**src/rtl/adc_corr_pkg.sv**
```systemverilog
package adc_corr_pkg;

    localparam int CODE_W = 2;

    typedef logic [CODE_W-1:0] code_t;

    localparam code_t CODE_BAD  = 2'b11;
    localparam code_t CODE_HIGH = 2'b10;

    typedef enum logic {
        FMT_OFFSET = 1'b0,
        FMT_TWOS   = 1'b1
    } fmt_e;

    // Clock offset at which a lane's code arrives (lane 0 is the first stage).
    function automatic int lane_arrival(int lane);
        return lane / 2;
    endfunction

    // Extra delay a lane needs so that it lines up with the last lane.
    function automatic int lane_delay(int lane, int n_stages);
        return lane_arrival(n_stages) - lane_arrival(lane);
    endfunction

    // An illegal code is read as the highest legal value.
    function automatic code_t code_fix(code_t c);
        return (c == CODE_BAD) ? CODE_HIGH : c;
    endfunction

endpackage

```
**src/rtl/adc_stage_align.sv**
```systemverilog
module adc_stage_align
    import adc_corr_pkg::*;
#(
    parameter int N_STAGES = 9
) (
    input  logic                       clk,
    input  logic                       rst,
    input  logic                       in_valid,
    input  logic [2*(N_STAGES+1)-1:0]  lanes_in,
    output logic                       aligned_valid,
    output logic [2*(N_STAGES+1)-1:0]  aligned
);
    localparam int LANES = N_STAGES + 1;
    localparam int MAXD  = lane_delay(0, N_STAGES);

    logic [2*LANES-1:0] tap_vec;
    logic               vtap;

    for (genvar g = 0; g < LANES; g++) begin : g_lane
        localparam int D = lane_delay(g, N_STAGES);
        if (D == 0) begin : g_direct
            assign tap_vec[CODE_W*g +: CODE_W] = lanes_in[CODE_W*g +: CODE_W];
        end else begin : g_delay
            code_t sr [D];
            always_ff @(posedge clk) begin
                if (rst) begin
                    for (int i = 0; i < D; i++) sr[i] <= '0;
                end else begin
                    sr[0] <= lanes_in[CODE_W*g +: CODE_W];
                    for (int i = 1; i < D; i++) sr[i] <= sr[i-1];
                end
            end
            assign tap_vec[CODE_W*g +: CODE_W] = sr[D-1];
        end
    end

    if (MAXD == 0) begin : g_vdirect
        assign vtap = in_valid;
    end else begin : g_vdelay
        logic vsr [MAXD];
        always_ff @(posedge clk) begin
            if (rst) begin
                for (int i = 0; i < MAXD; i++) vsr[i] <= 1'b0;
            end else begin
                vsr[0] <= in_valid;
                for (int i = 1; i < MAXD; i++) vsr[i] <= vsr[i-1];
            end
        end
        assign vtap = vsr[MAXD-1];
    end

    always_ff @(posedge clk) begin
        if (rst) begin
            aligned       <= '0;
            aligned_valid <= 1'b0;
        end else begin
            aligned       <= tap_vec;
            aligned_valid <= vtap;
        end
    end

endmodule

```
**src/rtl/adc_redundancy_sum.sv**
```systemverilog
module adc_redundancy_sum
    import adc_corr_pkg::*;
#(
    parameter int N_STAGES = 9
) (
    input  logic                       clk,
    input  logic                       rst,
    input  logic                       aligned_valid,
    input  logic [2*(N_STAGES+1)-1:0]  aligned,
    output logic                       s_valid,
    output logic                       s_illegal,
    output logic [N_STAGES:0]          s_word
);
    localparam int OUT_W = N_STAGES + 1;

    logic [OUT_W-1:0] acc;
    logic             bad;

    always_comb begin
        acc = OUT_W'(aligned[CODE_W*N_STAGES +: CODE_W]);
        bad = 1'b0;
        for (int k = 0; k < N_STAGES; k++) begin
            acc = acc + (OUT_W'(code_fix(aligned[CODE_W*k +: CODE_W])) << (N_STAGES - 1 - k));
            if (aligned[CODE_W*k +: CODE_W] == CODE_BAD) bad = 1'b1;
        end
    end

    always_ff @(posedge clk) begin
        if (rst) begin
            s_valid   <= 1'b0;
            s_illegal <= 1'b0;
            s_word    <= '0;
        end else begin
            s_valid   <= aligned_valid;
            s_illegal <= aligned_valid & bad;
            s_word    <= acc;
        end
    end

    // a result is marked valid only if the aligned vector before it was valid
    p_valid_from_align_r8: assert property (@(posedge clk) disable iff (rst)
        s_valid |-> $past(aligned_valid));

endmodule

```
**src/rtl/adc_out_sync.sv**
```systemverilog
module adc_out_sync
    import adc_corr_pkg::*;
#(
    parameter int OUT_W = 10
) (
    input  logic             clk,
    input  logic             rst,
    input  logic             s_valid,
    input  logic             s_illegal,
    input  logic [OUT_W-1:0] s_word,
    input  logic             fmt_twos,
    output logic             out_valid,
    output logic [OUT_W-1:0] out_word,
    output logic             code_err
);
    fmt_e fmt_sel;
    assign fmt_sel = fmt_e'(fmt_twos);

    always_ff @(posedge clk) begin
        if (rst) begin
            out_valid <= 1'b0;
            out_word  <= '0;
            code_err  <= 1'b0;
        end else begin
            out_valid <= s_valid;
            out_word  <= (fmt_sel == FMT_TWOS) ? {~s_word[OUT_W-1], s_word[OUT_W-2:0]} : s_word;
            code_err  <= code_err | s_illegal;
        end
    end

    // the top bit reflects the format chosen one clock earlier
    p_fmt_msb_r4: assert property (@(posedge clk) disable iff (rst)
        out_valid |-> (out_word[OUT_W-1] == ($past(s_word[OUT_W-1]) ^ $past(fmt_twos))));

    // the error flag never drops outside reset
    p_err_sticky_r6: assert property (@(posedge clk) disable iff (rst)
        code_err |=> code_err);

    // the flag rises together with a valid output word
    p_err_with_valid_r6: assert property (@(posedge clk) disable iff (rst)
        $rose(code_err) |-> out_valid);

endmodule

```
**src/rtl/adc_corr_backend.sv**
```systemverilog
module adc_corr_backend
    import adc_corr_pkg::*;
#(
    parameter int N_STAGES = 9
) (
    input  logic                    clk,
    input  logic                    rst,
    input  logic                    in_valid,
    input  logic [2*N_STAGES-1:0]   stage_codes,
    input  logic                    final_bit,
    input  logic                    fmt_twos,
    output logic                    out_valid,
    output logic [N_STAGES:0]       out_word,
    output logic                    code_err
);
    localparam int LANES = N_STAGES + 1;
    localparam int OUT_W = N_STAGES + 1;

    logic [CODE_W*LANES-1:0] lanes_in;
    logic [CODE_W*LANES-1:0] aligned;
    logic                    aligned_valid;
    logic                    s_valid;
    logic                    s_illegal;
    logic [OUT_W-1:0]        s_word;

    assign lanes_in = {1'b0, final_bit, stage_codes};

    adc_stage_align #(.N_STAGES(N_STAGES)) i_align (
        .clk           (clk),
        .rst           (rst),
        .in_valid      (in_valid),
        .lanes_in      (lanes_in),
        .aligned_valid (aligned_valid),
        .aligned       (aligned)
    );

    adc_redundancy_sum #(.N_STAGES(N_STAGES)) i_sum (
        .clk           (clk),
        .rst           (rst),
        .aligned_valid (aligned_valid),
        .aligned       (aligned),
        .s_valid       (s_valid),
        .s_illegal     (s_illegal),
        .s_word        (s_word)
    );

    adc_out_sync #(.OUT_W(OUT_W)) i_out (
        .clk       (clk),
        .rst       (rst),
        .s_valid   (s_valid),
        .s_illegal (s_illegal),
        .s_word    (s_word),
        .fmt_twos  (fmt_twos),
        .out_valid (out_valid),
        .out_word  (out_word),
        .code_err  (code_err)
    );

    // every output word follows a valid correction-stage result
    p_valid_chain_r2: assert property (@(posedge clk) disable iff (rst)
        out_valid |-> $past(s_valid));

    // the flag only rises after an illegal code in a valid sample
    p_err_cause_r6: assert property (@(posedge clk) disable iff (rst)
        $rose(code_err) |-> $past(s_illegal));

endmodule

```
**config.mk**
```make
export PLATFORM = sky130hd
export DESIGN_NAME = adc_corr_backend
export DESIGN_NICKNAME = d
export VERILOG_FILES = /design/src/rtl/adc_corr_pkg.sv /design/src/rtl/adc_stage_align.sv /design/src/rtl/adc_redundancy_sum.sv /design/src/rtl/adc_out_sync.sv /design/src/rtl/adc_corr_backend.sv
export SDC_FILE = /design/constraint.sdc
export NUM_CORES = 1
export LEC_CHECK = 0
export BUFFER_PORTS_ARGS = -buffer_cell sky130_fd_sc_hd__buf_4
export CAP_MARGIN = 20
export CORE_MARGIN = 2
export CORE_UTILIZATION = 40
export DETAILED_ROUTE_END_ITERATION = 7
export HOLD_SLACK_MARGIN = 0.15
export PLACE_DENSITY = 0.62
export SLEW_MARGIN = 20
export SYNTH_ARGS = -nofsm -noshare
export SYNTH_HDL_FRONTEND = slang
export SYNTH_SLANG_ARGS = --single-unit
```
**constraint.sdc**
```tcl
create_clock -name clk -period 5.1 [get_ports clk]
set_input_delay 0.51 -clock clk [delete_from_list [all_inputs] [get_ports clk]]
set_output_delay 0.51 -clock clk [all_outputs]
set_load 0.05 [all_outputs]
```
Word level (Yosys, flattened, before mapping)
Memory sizes are Yosys's and may differ from the RTL's. A register that Yosys moved wholly into a read port is not among the register bits.
Cells that the tools add are included.
{"block": "classes", "addsub": 9, "mul": 0, "n_div": 0, "order_cmp": 0, "n_eq_ne": 9, "shifts": 0, "muxes": 48, "bitwise_logic": 25, "reduce_logical": 2}
{"op": "$mux 2", "count": 29}
{"op": "$or 1x1->1", "count": 23}
{"op": "$eq 2x2->1 const B", "count": 9}
{"op": "$mux 1", "count": 18}
{"op": "$add 10x2->10", "count": 1}
{"op": "$add 10x3->10", "count": 1}
{"op": "$add 10x4->10", "count": 1}
{"op": "$add 10x5->10", "count": 1}
{"op": "$add 10x6->10", "count": 1}
{"op": "$add 10x7->10", "count": 1}
{"op": "$add 10x8->10", "count": 1}
{"op": "$add 10x9->10", "count": 1}
{"op": "$add 2x10->10", "count": 1}
{"op": "$mux 10", "count": 1}
{"op": "$reduce_or 2->1", "count": 2}
{"op": "$and 1x1->1", "count": 1}
{"op": "$not 1->1", "count": 1}
{"block": "totals", "reg_bits": 44, "latchBits": 0, "ram_bits": 44, "mem_bits_ro": 0, "inputBits": 23, "output_inout_bits": 12, "word_cells": 110, "memories": 9}
{"name": "i_align.g_lane[0].g_delay.sr", "words": 4, "word_bits": 2, "rd": 4, "rd_ports_with_merged_regs": 1, "write_ports": 4, "line_no": "adc_stage_align.sv:24", "rtl": "code_t sr [D];"}
{"name": "i_align.g_lane[1].g_delay.sr", "words": 4, "word_bits": 2, "rd": 4, "rd_ports_with_merged_regs": 1, "write_ports": 4, "line_no": "adc_stage_align.sv:24"}
{"name": "i_align.g_lane[2].g_delay.sr", "words": 3, "word_bits": 2, "rd": 3, "rd_ports_with_merged_regs": 1, "write_ports": 3, "line_no": "adc_stage_align.sv:24"}
{"name": "i_align.g_lane[3].g_delay.sr", "words": 3, "word_bits": 2, "rd": 3, "rd_ports_with_merged_regs": 1, "write_ports": 3, "line_no": "adc_stage_align.sv:24"}
{"name": "i_align.g_lane[4].g_delay.sr", "words": 2, "word_bits": 2, "rd": 2, "rd_ports_with_merged_regs": 1, "write_ports": 2, "line_no": "adc_stage_align.sv:24"}
{"name": "i_align.g_lane[5].g_delay.sr", "words": 2, "word_bits": 2, "rd": 2, "rd_ports_with_merged_regs": 1, "write_ports": 2, "line_no": "adc_stage_align.sv:24"}
{"name": "+3 memories"}

Longest topological paths before layout
{"block": "depth", "ltp_word": 11, "mapped_depth": 8, "ltp_nobuf": 8}

Cells and area by module
A second synthesis with hierarchy kept.
{"block": "unflattened", "cells_unflattened": 271, "hier_area_um2": 3198.1}
{"mod": "adc_stage_align", "n_inst": 1, "cells_per_inst": 137, "area_per_inst_um2": 1855.5}
{"mod": "adc_redundancy_sum", "n_inst": 1, "cells_per_inst": 106, "area_per_inst_um2": 964.7}
{"mod": "adc_out_sync", "n_inst": 1, "cells_per_inst": 27, "area_per_inst_um2": 374.1}
{"mod": "adc_corr_backend", "n_inst": 1, "cells_per_inst": 1, "area_per_inst_um2": 3.8}

Worst setup path before layout
Ideal clock, no wire load.
{"block": "synth_path", "path_type": "reg-to-reg", "startpoint": "register i_align.aligned[14], read port of i_align.g_lane[7].g_delay.sr", "endpoint": "register i_sum.s_word[7]", "setup_ps": 123, "arrival_ps": 1687, "slack_ps": 3290, "path_stages_with_launch": 8, "n_path_buf": 0, "cell_sequence": "dfxtp_1 -> nor2b_1 -> ha_1 -> a21o_1 -> nand4_1 -> nand4_2 -> a31oi_1 -> mux2_1"}
{"block": "synth_via", "elab_chain_len": 4}
{"element": "start, declared", "line_no": "adc_stage_align.sv:11", "rtl": "output logic [2*(N_STAGES+1)-1:0] aligned"}
{"element": "$eq 2x2->1", "line_no": "adc_corr_pkg.sv:27", "rtl": "return (c == CODE_BAD) ? CODE_HIGH : c;"}
{"element": "$mux 2 (*)", "line_no": "adc_corr_pkg.sv:27"}
{"element": "$add 10x3->10 (*)", "line_no": "adc_redundancy_sum.sv:23", "rtl": "acc = acc + (OUT_W'(code_fix(aligned[CODE_W*k +: CODE_W])) << (N_STAGES - 1 - k));"}
{"element": "$add 10x2->10 (*)", "line_no": "adc_redundancy_sum.sv:23"}
{"element": "end signal, assigned", "line_no": "adc_redundancy_sum.sv:32", "rtl": "s_word <= '0;"}
{"element": "end signal, assigned", "line_no": "adc_redundancy_sum.sv:36", "rtl": "s_word <= acc;"}
{"element": "end, declared", "line_no": "adc_redundancy_sum.sv:12", "rtl": "output logic [N_STAGES:0] s_word"}
Every way passes the cells marked *; elsewhere a longest branch is shown, timed or not.
A chain may end at the register's enable or synchronous reset.

Worst setup path in the final report
{"block": "layout_path", "startpoint": "register i_align.aligned[17]", "endpoint": "register i_sum.s_word[6]"}
{"block": "layout_via", "elab_chain_len": 3}
{"element": "start signal, assigned", "line_no": "adc_stage_align.sv:57", "rtl": "aligned <= tap_vec;"}
{"element": "$eq 2x2->1", "line_no": "adc_corr_pkg.sv:27"}
{"element": "$mux 2 (*)", "line_no": "adc_corr_pkg.sv:27"}
{"element": "$add 10x2->10 (*)", "line_no": "adc_redundancy_sum.sv:23"}
Marked as above.

==> results.sh <==
export IMPL_ant_nets=0
export IMPL_power_leakage_nw=1.440
export IMPL_hold_path_class="in -> reg"
export IMPL_yosys_top_cells_count="89 x nor2b_1, 88 x dfxtp_1, 15 x clkbuf_1"
export IMPL_vias=1556
export IMPL_whs_path_depth=2
export IMPL_p_sw_mw=0.2721
export IMPL_syn_nets=286
export IMPL_insertion_delay_ns=0.35
export IMPL_critPathLaunchType="flip-flop"
export IMPL_synth_top_area_share_pct=62.36
export IMPL_fillCellCount=671
export IMPL_cts_max_level=3
export IMPL_synth_area_um2=2825
export IMPL_power_frac_clock_pct=40.4
export IMPL_rr_worst_depth=8
export IMPL_worst_pin_slew_ns=0.8125
export IMPL_dpl_hpwl_um=2107
export IMPL_wl_per_cell_um=9.139
export IMPL_hold_violations=0
export IMPL_multiInputGateArea_um2=993.5
export IMPL_slowest_delay_ns=0.43
export IMPL_synth_seq_cells=88
export IMPL_rsz0062_at_grt="no"
export IMPL_grt_max_degree=90
export IMPL_cp_required_ns=5.31
export IMPL_cpMostUsedCell="a21oi_1"
export IMPL_ir_drop_mv=0.2479
export IMPL_finClkSkew_ns=0.007911
export IMPL_gp_congestion=0.7675
export IMPL_pwr_share_seq_pct=54.9
export IMPL_relSlewSlack_pct=45.83
export IMPL_cap_viol_max_count=0
export IMPL_intPower_mw=1.033
export IMPL_period_minus_slack_ns=2.030
export IMPL_clockRootBuffer="clkbuf_8"
export IMPL_synth_area_per_cell_um2=11.17
export IMPL_crit_fanout=4
export IMPL_final_area_um2=3363
export IMPL_portBuffers=34
export IMPL_vias_per_cell=4.073
export IMPL_antenna_found_initial=0
export IMPL_synth_area_leaders="dfxtp_1 62%, nor2b_1 20%, ha_1 4.0%"
export IMPL_grt_pass1_vias=1432
export IMPL_powerDensity_nw_per_um2=387.9
export IMPL_core_area_um2=6832
export IMPL_io_pins=35
export IMPL_synth_edff_count=0
export IMPL_cts_sinks=88
export IMPL_cts_hold_fix_buffers=0
export IMPL_start_util_pct=41.36
export IMPL_ys_flop_type="dfxtp_1"
export IMPL_clk_pin_slew_worst_paths_ns=0.08
export IMPL_postCtsResizedCells=0
export IMPL_drive_gt1_share_pct=18.18
export IMPL_cp_cell_sequence="nor2b_1, ha_1, fa_1, a21oi_1, o211ai_1, a21oi_1, xor2_1, nor2_1"
export IMPL_yosysWarningCount=0
export IMPL_arrival_ns=2.24
export IMPL_ff_latch_area_um2=1762
export IMPL_postCtsSetupRepairBufs=0
export IMPL_placed_area_um2=3134
export IMPL_ys_async_sr_fraction_pct=0
export IMPL_timing_fmax_mhz=492.6
export IMPL_num_rows=30
export IMPL_wl_um=3491
export IMPL_synth_cell_types=30
export IMPL_status="complete, no violations"
export IMPL_p_sw_share_pct=20.86
export IMPL_grt_pass1_wl_um=6134
export IMPL_die_x_um=88.04
export IMPL_crit_slowest_cell="dfxtp_1"
export IMPL_finalNetCount=314
export IMPL_track_usage_pct=10.82
export IMPL_die_area_um2=7751
export IMPL_drc_errors=0
export IMPL_cts_tree="yes"
export IMPL_critical_path_endpoint_type="flip-flop"
export IMPL_firstDrtPassIters=4
export IMPL_combPwrFrac_pct=4.7
export IMPL_diodes=0
export IMPL_setup_viol=0
export IMPL_grt_remaining_overflow=0
export IMPL_setup_tns_ns=0
export IMPL_synthCells=253
export IMPL_dieHeight_um=88.04
export IMPL_cts_made_buffers=9
export IMPL_slew_viol_final=0
export IMPL_finalCritPeriodShare_pct=39.81
export IMPL_critPathKind="reg -> reg"
export IMPL_clock_path_buffers=2
export IMPL_drt_iter0_markers=33
export IMPL_ys_seq_area_share_pct=62.36
export IMPL_yosysTopAreaCell="dfxtp_1"
export IMPL_area_delta_synth_final_pct=19.04
export IMPL_yosysMostFrequentCell="nor2b_1"
## worst max-delay path, delay by kind of cell, from the launching register on
family | cells | cell delay (ns)
compound gates | 3 | 0.57
xor+xnor | 1 | 0.15
fa+ha+maj | 2 | 0.63
flops | 1 | 0.43
simple gates | 2 | 0.12
## state kept, by name, indices dropped and copies added, names as in the netlist
| register | cells |
|---|---|
| i_out.code_err | 1 |
| i_sum.s_word | 10 |
| i_align.g_lane.g_delay.sr | 40 |
| i_sum.s_illegal | 1 |
| i_align.aligned_valid | 1 |
| i_align.aligned | 19 |
| i_out.out_valid | 1 |
| i_align.g_vdelay.vsr | 4 |
| i_sum.s_valid | 1 |
| i_out.out_word | 10 |
## layout by cell type, fill, tap and decap left out, drive strengths merged
master,instances
nor2b,89
dfxtp,88
buf,34
nor2,11
clkbuf,10
ha,9
a21oi,5
nand3,3
nand2,3
xnor2,3
xor2,3
clkinv,3
a21o,2
a22oi,2
o21a,2
bufinv,2
inv,2
nand4,2
mux2,2
and4,1
a222oi,1
a221oi,1
o211ai,1
or3,1
o22ai,1
a31oi,1
nand2b,1
o21ai,1
a211oi,1
fa,1
## final timing paths
kind,endpoint,from,slack (ns)
worst max-delay path,i_sum.s_word[6]$_SDFF_PP0_,i_align.aligned[17]$_SDFF_PP0_,3.07
worst min-delay path,i_align.g_lane[5].g_delay.sr[0][1]$_SDFF_PP0_,stage_codes[11],0.36
worst max register to register,i_sum.s_word[6]$_SDFF_PP0_,i_align.aligned[17]$_SDFF_PP0_,3.07
worst min register to register,i_out.out_word[5]$_SDFF_PP0_,i_sum.s_word[5]$_SDFF_PP0_,0.44
## logic make-up after synthesis
| logic type | count (synthesis) | synth area share, % |
|---|---|---|
| mux | 2 | 0.7971 |
| compound gates | 18 | 4.296 |
| fa+ha+maj | 10 | 4.695 |
| xor+xnor | 6 | 1.860 |
| simple gates | 111 | 23.52 |
| buf+inv | 18 | 2.480 |
| flops | 88 | 62.36 |
## layout make-up
class	instances	area share [%]
clock inverter	6	2.716
timing repair buffer	34	7.589
multi-input combinational	147	29.54
inverter	1	0.1116
tap	96	3.571
clock buffer	10	4.092
sequential	88	52.38
## per-layer routing
| layer | GRT usage (%) | share of wire, % |
|---|---|---|
| met5 | 0 | 0 |
| met4 | 7.851 | 3.0 |
| met3 | 4.524 | 5.8 |
| met2 | 17.08 | 45 |
| met1 | 11.64 | 46 |
## per-stage QoR
| stage | hold slack (ns) | worst slack (ns) | util, % | power, mW | std cells |
|---|---|---|---|---|---|
| after floorplan | 0.4138 | 3.290 | - | 0.7738 | 253 |
| after global placement | 0.4180 | 3.178 | 45.88 | 0.7941 | 366 |
| after detailed placement | 0.4204 | 3.105 | 45.88 | 0.7950 | 366 |
| after CTS | 0.3423 | 3.047 | 49.23 | 1.327 | 382 |
| after global routing | 0.3407 | 2.868 | 49.23 | 1.359 | 382 |
| final | 0.3619 | 3.070 | 49.23 | 1.305 | 382 |
## power groups by stage
stage / clock network, mW / registers, mW / logic, mW
2_1_floorplan: 0 / 0.738 / 0.0355
5_1_grt: 0.571 / 0.719 / 0.0699
3_5_place_dp: 0 / 0.732 / 0.0628
4_1_cts: 0.548 / 0.716 / 0.0634
6_report: 0.527 / 0.716 / 0.0618
3_3_place_gp: 0 / 0.732 / 0.0626
No activity file was read; power rests on OpenSTA's default activity.
